$ cat config.mk
export PLATFORM = sky130hd
export DESIGN_NAME = init_seq_top
export DESIGN_NICKNAME = d
export VERILOG_FILES = /design/src/rtl/init_seq_pkg.sv /design/src/rtl/init_rst_sync.sv /design/src/rtl/init_seq_ctrl.sv /design/src/rtl/init_seq_regs.sv /design/src/rtl/init_seq_top.sv
export SDC_FILE = /design/constraint.sdc
export NUM_CORES = 1
export LEC_CHECK = 0
export CAP_MARGIN = 20
export CORE_MARGIN = 2
export CORE_UTILIZATION = 34
export DETAILED_ROUTE_END_ITERATION = 10
export GPL_TIMING_DRIVEN = 0
export HOLD_SLACK_MARGIN = 0.15
export MAX_ROUTING_LAYER = met4
export PLACE_DENSITY = 0.75
export SYNTH_ARGS = -nofsm -noshare
export SYNTH_HDL_FRONTEND = slang
export SYNTH_HIERARCHICAL = 1
export SYNTH_SLANG_ARGS = --single-unit
$ cat constraint.sdc
create_clock -name clk -period 1.4 [get_ports clk]
set_clock_uncertainty 0.15 [all_clocks]
set_input_delay 0.28 -clock clk [delete_from_list [all_inputs] [get_ports clk]]
set_output_delay 0.28 -clock clk [all_outputs]
set_load 0.1 [all_outputs]
$ cat src/rtl/init_seq_pkg.sv
package init_seq_pkg;
  typedef enum logic [2:0] {
    ST_HOLD   = 3'd0,
    ST_CLR    = 3'd1,
    ST_LAUNCH = 3'd2,
    ST_WAIT   = 3'd3,
    ST_FIN    = 3'd4,
    ST_IDLE   = 3'd5
  } seq_state_e;
endpackage

$ cat src/rtl/init_rst_sync.sv
module init_rst_sync #(
  parameter int STAGES = 2
) (
  input  logic clk,
  input  logic rst_n,
  output logic srst_n
);
  logic [STAGES-1:0] sync_q;

  always_ff @(posedge clk or negedge rst_n) begin
    if (!rst_n) sync_q <= '0;
    else        sync_q <= {sync_q[STAGES-2:0], 1'b1};
  end

  assign srst_n = sync_q[STAGES-1];
endmodule

$ cat src/rtl/init_seq_ctrl.sv
module init_seq_ctrl
  import init_seq_pkg::*;
#(
  parameter int NUM_PHASES = 5,
  parameter int PH_W       = 3
) (
  input  logic            clk,
  input  logic            srst_n,
  input  logic            bit_done,
  input  logic            bit_pass,
  output logic            clr_ev,
  output logic            launch,
  output logic            fail_ev,
  output logic            pass_all_ev,
  output logic            go,
  output logic            active,
  output logic [PH_W-1:0] phase
);
  localparam logic [PH_W-1:0] LAST_PH  = PH_W'(NUM_PHASES);
  localparam logic [PH_W-1:0] FIRST_PH = PH_W'(1);

  seq_state_e      state_q, state_d;
  logic [PH_W-1:0] phase_q, phase_d;
  logic            phase_en;

  always_comb begin
    state_d     = state_q;
    phase_d     = phase_q;
    phase_en    = 1'b0;
    clr_ev      = 1'b0;
    launch      = 1'b0;
    fail_ev     = 1'b0;
    pass_all_ev = 1'b0;
    go          = 1'b0;
    case (state_q)
      ST_HOLD: state_d = ST_CLR;
      ST_CLR: begin
        clr_ev   = 1'b1;
        phase_d  = FIRST_PH;
        phase_en = 1'b1;
        state_d  = ST_LAUNCH;
      end
      ST_LAUNCH: begin
        launch  = 1'b1;
        state_d = ST_WAIT;
      end
      ST_WAIT: begin
        if (bit_done) begin
          if (!bit_pass) begin
            fail_ev = 1'b1;
            state_d = ST_FIN;
          end else if (phase_q == LAST_PH) begin
            pass_all_ev = 1'b1;
            state_d     = ST_FIN;
          end else begin
            phase_d  = phase_q + FIRST_PH;
            phase_en = 1'b1;
            state_d  = ST_LAUNCH;
          end
        end
      end
      ST_FIN: begin
        go      = 1'b1;
        state_d = ST_IDLE;
      end
      default: state_d = ST_IDLE;
    endcase
  end

  always_ff @(posedge clk or negedge srst_n) begin
    if (!srst_n) state_q <= ST_HOLD;
    else         state_q <= state_d;
  end

  always_ff @(posedge clk or negedge srst_n) begin
    if (!srst_n)       phase_q <= '0;
    else if (phase_en) phase_q <= phase_d;
  end

  assign active = (state_q != ST_IDLE);
  assign phase  = phase_q;
endmodule

$ cat src/rtl/init_seq_regs.sv
module init_seq_regs #(
  parameter int PH_W     = 3,
  parameter int FT_W     = 16,
  parameter int CODE_LSB = 0
) (
  input  logic            clk,
  input  logic            srst_n,
  input  logic            clr_ev,
  input  logic            fail_ev,
  input  logic            pass_all_ev,
  input  logic [PH_W-1:0] phase,
  output logic [FT_W-1:0] fault_word,
  output logic            pwr_ok,
  output logic            surom_en,
  output logic            tmr_run
);
  logic [FT_W-1:0] fault_q, fault_d;
  logic            fault_en;
  logic            pwr_q, pwr_d, pwr_en;
  logic            rom_q, run_q;

  always_comb begin
    fault_d  = fault_q;
    fault_en = clr_ev | fail_ev;
    if (clr_ev) fault_d = '0;
    else if (fail_ev) fault_d[CODE_LSB +: PH_W] = phase;
    pwr_en = clr_ev | pass_all_ev;
    pwr_d  = pass_all_ev;
  end

  always_ff @(posedge clk or negedge srst_n) begin
    if (!srst_n)       fault_q <= '0;
    else if (fault_en) fault_q <= fault_d;
  end

  always_ff @(posedge clk or negedge srst_n) begin
    if (!srst_n)     pwr_q <= 1'b0;
    else if (pwr_en) pwr_q <= pwr_d;
  end

  always_ff @(posedge clk or negedge srst_n) begin
    if (!srst_n) begin
      rom_q <= 1'b0;
      run_q <= 1'b0;
    end else if (clr_ev) begin
      rom_q <= 1'b1;
      run_q <= 1'b1;
    end
  end

  assign fault_word = fault_q;
  assign pwr_ok     = pwr_q;
  assign surom_en   = rom_q;
  assign tmr_run    = run_q;
endmodule

$ cat src/rtl/init_seq_top.sv
module init_seq_top #(
  parameter int NUM_PHASES = 5,
  parameter int FT_W       = 16,
  parameter int CODE_LSB   = 0,
  parameter int ADDR_W     = 16,
  parameter int PH_W       = $clog2(NUM_PHASES + 1)
) (
  input  logic              clk,
  input  logic              rst_n,
  input  logic              bit_done,
  input  logic              bit_pass,
  output logic              busy,
  output logic              regs_clr,
  output logic              tmr_rst,
  output logic              tmr_run,
  output logic              surom_en,
  output logic              pwr_ok,
  output logic              bit_start,
  output logic [PH_W-1:0]   bit_sel,
  output logic [FT_W-1:0]   fault_word,
  output logic              exec_go,
  output logic [ADDR_W-1:0] exec_addr
);
  logic            srst_n;
  logic            clr_ev, launch, fail_ev, pass_all_ev, go, active;
  logic [PH_W-1:0] phase;

  init_rst_sync #(.STAGES(2)) u_sync (
    .clk    (clk),
    .rst_n  (rst_n),
    .srst_n (srst_n)
  );

  init_seq_ctrl #(.NUM_PHASES(NUM_PHASES), .PH_W(PH_W)) u_ctrl (
    .clk         (clk),
    .srst_n      (srst_n),
    .bit_done    (bit_done),
    .bit_pass    (bit_pass),
    .clr_ev      (clr_ev),
    .launch      (launch),
    .fail_ev     (fail_ev),
    .pass_all_ev (pass_all_ev),
    .go          (go),
    .active      (active),
    .phase       (phase)
  );

  init_seq_regs #(.PH_W(PH_W), .FT_W(FT_W), .CODE_LSB(CODE_LSB)) u_regs (
    .clk         (clk),
    .srst_n      (srst_n),
    .clr_ev      (clr_ev),
    .fail_ev     (fail_ev),
    .pass_all_ev (pass_all_ev),
    .phase       (phase),
    .fault_word  (fault_word),
    .pwr_ok      (pwr_ok),
    .surom_en    (surom_en),
    .tmr_run     (tmr_run)
  );

  assign busy      = active;
  assign regs_clr  = clr_ev;
  assign tmr_rst   = clr_ev;
  assign bit_start = launch;
  assign bit_sel   = launch ? phase : '0;
  assign exec_go   = go;
  assign exec_addr = '0;
endmodule

==> results of run 1 <==
==> cell type report <==
cell class                 instances  area share (%)
sequential                        13           21.89
tap                               30           2.469
multi-input combinational         71           31.19
timing repair buffer              33           24.69
buffer                            32           17.12
clock buffer                       4           1.728
inverter                           3          0.9053
==> layout by cell type (no fill, tap or decap), drive strengths merged <==
master         instances
a21o                   1
a21oi                  3
and2                   3
and2b                  1
buf                   61
clkbuf                 4
clkdlybuf4s50          3
conb                  30
dfrtp                 13
dlygate4sd3            1
ha                     2
inv                    3
mux2i                  5
nand2                  3
nand2b                 1
nand3                  3
nand4                  1
nor2                   7
nor3                   3
nor3b                  1
nor4b                  1
o21ai                  2
o22ai                  1
or2                    2
or3                    1
==> worst max-delay path, cell delays in order, from the launching register on <==
cell and delay, ps:
dfrtp_1 380, buf_6 130, nand2b_4 150, nor2_4 160, buf_12 120, buf_12 160
==> state kept, by name, indices dropped and copies added (netlist names) <==
signal	count
u_regs/fault_word	3
u_regs/tmr_run	1
u_ctrl/phase	3
u_ctrl/state_q	3
u_sync/sync_q	2
u_regs/pwr_ok	1
==> metrics by stage <==
| stage | hold WS (ps) | TNS [ps] | utilization [%] |
|---|---|---|---|
| 3_3_place_gp | 31.18 | -13340 | 49.90 |
| 2_1_floorplan | -165.6 | -5854 | - |
| 4_1_cts | 53.14 | -3830 | 60.29 |
| 3_5_place_dp | 48.35 | -13630 | 49.90 |
| 6_report | 37.52 | -4203 | 62.50 |
| 5_1_grt | 93.07 | -5421 | 62.50 |
==> what timing repair did <==
action | 4_1_cts | 5_1_grt
setup buffers | 13 | 2
pin swaps | 6 | 7
endpoints found under the hold margin | 13 | 11
gates resized for setup | 122 | 11
endpoints found under the setup margin | 22 | 19
==> layer usage <==
layer	track usage, %	wire (µm)	vias to the layer above
met4	5.000	26	0
li1	-	-	367
met1	13.06	633	333
met3	1.944	121	4
met5	-	0	-
met2	25.41	1034	28
==> cells by family (layout without fill, tap and decap cells) <==
logic type	after synthesis	in the layout
AND/OR/NAND/NOR	27	27
AO/OA/AOI/OAI	7	7
flip-flops	13	13
other	3	30
adder cells (fa/ha/maj)	2	2
buffers and inverters	35	72
multiplexers	5	5
==> power breakdown <==
part	switching [W]	internal (W)
registers	0.0000976	0.000447
logic	0.00114	0.000557
clock network	0.000117	0.000110
total	0.00135	0.00111
==> final timing paths <==
path | startpoint | endpoint | slack, ps | cells after the start
setup / recovery | u_ctrl/state_q[2] | tmr_rst | -390 | 5
hold / removal | u_sync/sync_q[1] | u_regs/tmr_run | 40 | 0
setup reg to reg | u_ctrl/state_q[2] | u_ctrl/phase[1] | -270 | 7
hold reg to reg | u_sync/sync_q[1] | u_regs/tmr_run | 40 | 0
max in group asynchronous | rst_n | u_sync/sync_q[0] | 430 | 2
min in group clk | u_sync/sync_q[0] | u_sync/sync_q[1] | 200 | 0
==> summary.md, run 1 <==
| Metric | Value |
|---|---|
| Post-synth EDFFs | `0` |
| RSZ-0062 raised after global routing | `true` |
| Ys flop type | `dfrtp_1` |
| Final wirelength | `1815 µm` |
| Area share of the largest cell type after synthesis | `38.24%` |
| Failing checks | `negative setup slack` |
| Ant. Diodes | `0` |
| Sequential share of the synthesized area | `38.24%` |
| Status | `finished with violations` |
| First-pass DRT Iterations | `4` |
| Async set-or-reset flop fraction in the synthesized netlist | `100.0%` |
| Top post-synthesis cells by area | `dfrtp_1, buf_4, mux2i_1` |
| Placed Area | `0.001214 mm²` |
| Synth Area in Compound Gates | `4.559%` |
| Yosys reg bits | `13` |
| Largest net degree at the start of global routing | `12` |
| TritonCTS Buffers | `3` |
| Final ANT Viol Nets | `0` |
| Synthesized-area fraction occupied by adder cells | `2.941%` |
| First-pass GRT wire length | `2725 µm` |
| Final hold viol count | `0` |
| GP Congestion | `0.7414` |
| F_max | `557.9 MHz` |
| Final period util | `128.0%` |
| CP Launch Type | `flop` |
| Pwr per Cell Area | `1624 mW/mm²` |
| Total grt overflow | `0` |
| Synthesis-to-finish area growth | `78.68%` |
| CP Data Arrival Time | `1360 ps` |
| Final Power | `0.002469 W` |
| Vias in the first global route | `657` |
| Netlist cell types | `23` |
| CP Class | `reg2out` |
| Synth Area in XOR/XNOR | `0%` |
| Final-report setup violation count | `18` |
| CP Data Required Time | `970 ps` |
| Mapped Avg Cell Area | `9.248 µm²` |
| Seq. cell area | `332.8 µm²` |
| Num Clock Sinks | `13` |
| Finished Layout Cells | `186` |
| CTS tree | `done` |
| Clock Latency Late Sink | `260 ps` |
| Vias | `732` |
| Commonest cells in the netlist | `buf_4, dfrtp_1, nor2_1` |
| Syn Inst Count | `92` |
| Core Region | `0.002432 mm²` |
| Via density | `3.935` |
| Number of cells after detailed placement | `166` |
| Most frequent cell after synthesis | `buf_4` |
| Peak supply drop | `990.7 µV` |
| Final instance area | `0.001520 mm²` |
| YS warnings | `6` |
| Drt wl/cell | `9.758 µm` |
| H-Tree Depth | `1` |
| # IOs | `47` |
| Fin. max-slew vios | `0` |
| Synthesized area | `850.8 µm²` |
| Max FO, Critical Path | `6` |
| Initial antenna violation count | `0` |
| Clk slew on worst S/H paths | `80 ps` |
| Gr usage total | `13.14%` |
| Post-Synth Simple-Gate Area | `17.50%` |
| Largest family of logic cells by synthesized area | `buffers and inverters` |
| Multi-input gate area | `474.2 µm²` |
| Yosys top cell by area | `dfrtp_1` |
| CTS root buffer | `clkbuf_4` |
| Post-synthesis mux area share | `5.882%` |
| Clock buffer depth | `2` |
| Hold Crit Class | `reg2async` |
| Clock period minus worst slack | `1792 ps` |
| Die Footprint | `0.002919 mm²` |
| Final nets | `163` |
| FILL cells | `202` |
| Detailed Place HPWL | `1239 µm` |
| P_leak | `0.8052 nW` |
| DR iter-0 viols | `4` |
| Place WS | `-1144 ps` |
| Initial core utilization | `34.98%` |
| Max-cap violation count | `0` |
| Hold_buf cts | `1` |
| Final Worst Setup Slack | `-392.3 ps` |
| Die height | `54.03 µm` |
| Setup crit end kind | `output pin` |
| Std-Cell Rows | `18` |
| Die Wd | `54.03 µm` |
| PortBufs | `17` |
| Share of cells above drive strength 1 | `56.41%` |
| Residual DRC | `0` |
Note: power is estimated with default switching activity, not from simulation.
==> inputs of run 2 (changes only) <==
--- a/config.mk
+++ b/config.mk
@@ -7,12 +7,13 @@
 export LEC_CHECK = 0
 export CAP_MARGIN = 20
 export CORE_MARGIN = 2
-export CORE_UTILIZATION = 34
+export CORE_UTILIZATION = 36
+export CTS_BUF_LIST = sky130_fd_sc_hd__clkbuf_2 sky130_fd_sc_hd__clkbuf_4 sky130_fd_sc_hd__clkbuf_8
 export DETAILED_ROUTE_END_ITERATION = 10
 export GPL_TIMING_DRIVEN = 0
 export HOLD_SLACK_MARGIN = 0.15
 export MAX_ROUTING_LAYER = met4
-export PLACE_DENSITY = 0.75
+export PLACE_DENSITY = 0.79
 export SYNTH_ARGS = -nofsm -noshare
 export SYNTH_HDL_FRONTEND = slang
 export SYNTH_HIERARCHICAL = 1
==> run 2 against run 1 <==
Net effect:
- the run still ends with negative setup slack left
- core utilization grew 7.9 points
- first-iteration DRC count shrank 50%
- sequential share of layout area shrank 0.64 points
- wire length grew 14%
- die area shrank 5.2%
- critical path depth shrank 1
- critical path type unchanged
==> summary.md, run 2 (synthesis gave the netlist of run 1 again) <==
| Metric | Value |
|---|---|
| Status | `finished with violations` |
| Failing checks | `negative setup slack` |
| CTS root buffer | `clkbuf_4` |
| Met1 wire length | `741 µm` |
| Ant. Diodes | `0` |
| Final nets | `165` |
| Detailed Place HPWL | `1220 µm` |
| CP Data Arrival Time | `1360 ps` |
| H-Tree Depth | `1` |
| R2R setup slack | `-120 ps` |
| Die Wd | `52.62 µm` |
| Hold Crit Class | `reg2async` |
| CTS tree | `done` |
| Vias | `719` |
| Residual DRC | `0` |
| P_leak | `0.8195 nW` |
| R2R Path Start | `u_ctrl/state_q[0]` |
| Final core utilization | `70.36%` |
| GP Congestion | `0.9010` |
| # IOs | `47` |
| Synthesis-to-finish area growth | `84.71%` |
| Vias in the first global route | `669` |
| Hold_ws | `33.92 ps` |
| Clock period minus worst slack | `1790 ps` |
| Final-report setup violation count | `16` |
| Gr usage total | `15.15%` |
| Share of cells above drive strength 1 | `58.86%` |
| Uppermost routed layer | `met4` |
| Peak supply drop | `1516 µV` |
| Largest net degree at the start of global routing | `12` |
| Max-cap violation count | `0` |
| Most frequent cells in the layout | `buf_4, conb_1, buf_6` |
| Core Region | `0.002233 mm²` |
| Finished Layout Cells | `186` |
| First-pass GRT wire length | `2980 µm` |
| Drt wl/cell | `11.14 µm` |
| F_max | `558.5 MHz` |
| R2r endpoint | `u_regs/fault_word[1]` |
| CP Launch Type | `flop` |
| Setup crit end kind | `output pin` |
| Total grt overflow | `0` |
| Final ANT Viol Nets | `0` |
| CP Data Required Time | `970 ps` |
| Pwr per Cell Area | `1646 mW/mm²` |
| Final wirelength | `2072 µm` |
| DR iter-0 viols | `2` |
| Initial antenna violation count | `0` |
| Most common cell after layout, fill and taps aside | `buf_4` |
| Fin. max-slew vios | `0` |
| Num Clock Sinks | `13` |
| Final hold viol count | `0` |
| Clock Latency Late Sink | `270 ps` |
| Initial core utilization | `38.10%` |
| Clk slew on worst S/H paths | `80 ps` |
| Final Worst Setup Slack | `-390.4 ps` |
| Final period util | `127.9%` |
| Number of cells after detailed placement | `164` |
| Via density | `3.866` |
| Max FO, Critical Path | `4` |
| CP Class | `reg2out` |
| Hold_buf cts | `1` |
| First-pass DRT Iterations | `4` |
| R2R cell count | `5` |
| Wire length on met3 | `131 µm` |
| Die height | `52.62 µm` |
| Wire length on met2 | `1189 µm` |
| TritonCTS Buffers | `3` |
| Std-Cell Rows | `17` |
| Die Footprint | `0.002768 mm²` |
| Clock buffer depth | `2` |
| RSZ-0062 raised after global routing | `true` |
| PortBufs | `17` |
## run 2: changes by cell type in the layout (fill, tap and decap cells not counted), sizes merged
cell           before  now
buf                61   63
clkdlybuf4s50       3    2
clkbuf              4    3
clkinv              0    1
dlygate4sd2         0    1
## run 2: cell type report
cell class	instances	area [µm²]
clock inverter	1	5.005
buffer	30	237.7
sequential	13	334.1
multi-input combinational	71	494.2
fill	174	661.9
clock buffer	3	22.52
tap	28	35.03
timing repair buffer	37	431.7
inverter	3	11.26
## run 2: report_power, final
group          switching, W  internal, W
Sequential         0.000113     0.000449
Clock              0.000125     0.000106
Combinational       0.00117     0.000627
## run 2: how the worst max path moves through the flow
stage                 endpoint  slack, ps  cells after the start              start
finish                 tmr_rst       -390                      4  u_ctrl/state_q[2]
global route        bit_sel[1]       -430                      3  u_ctrl/state_q[0]
CTS                    tmr_rst       -400                      5  u_ctrl/state_q[2]
detailed placement     tmr_rst      -1150                      5  u_ctrl/state_q[2]
global placement       tmr_rst      -1130                      5  u_ctrl/state_q[2]
floorplan           bit_sel[0]       -840                      3  u_ctrl/state_q[2]
## run 2: what timing repair did
action | CTS | global route
resized for setup | 120 | 21
setup endpoints to repair | 22 | 23
hold endpoints to repair | 13 | 11
buffers inserted | 15 | 4
gates cloned | 0 | 0
pin swaps | 7 | 9
## run 2: per-stage QoR
stage          power [W]  cell area (µm²)  setup slack (ps)  TNS [ps]
6_report        0.002586             1572            -390.4     -3480
5_1_grt         0.002686             1572            -432.0     -4212
4_1_cts         0.002414             1459            -397.5     -3459
3_5_place_dp    0.001876             1211             -1149    -13590
3_3_place_gp    0.001849             1211             -1133    -13200
2_1_floorplan   0.001675             1006            -842.2     -5854
## run 2: metal layers
metal	global-route usage, %	vias up
met3	3.714	2
met4	6.838	0
met5	-	-
met1	15.72	318
met2	26.88	30
li1	-	369
## run 2: critical path, cell delays in order, from the launching register on
cell and delay, ps:
dfrtp_2 460, nand2b_4 170, nor2_4 170, buf_12 130, buf_12 160
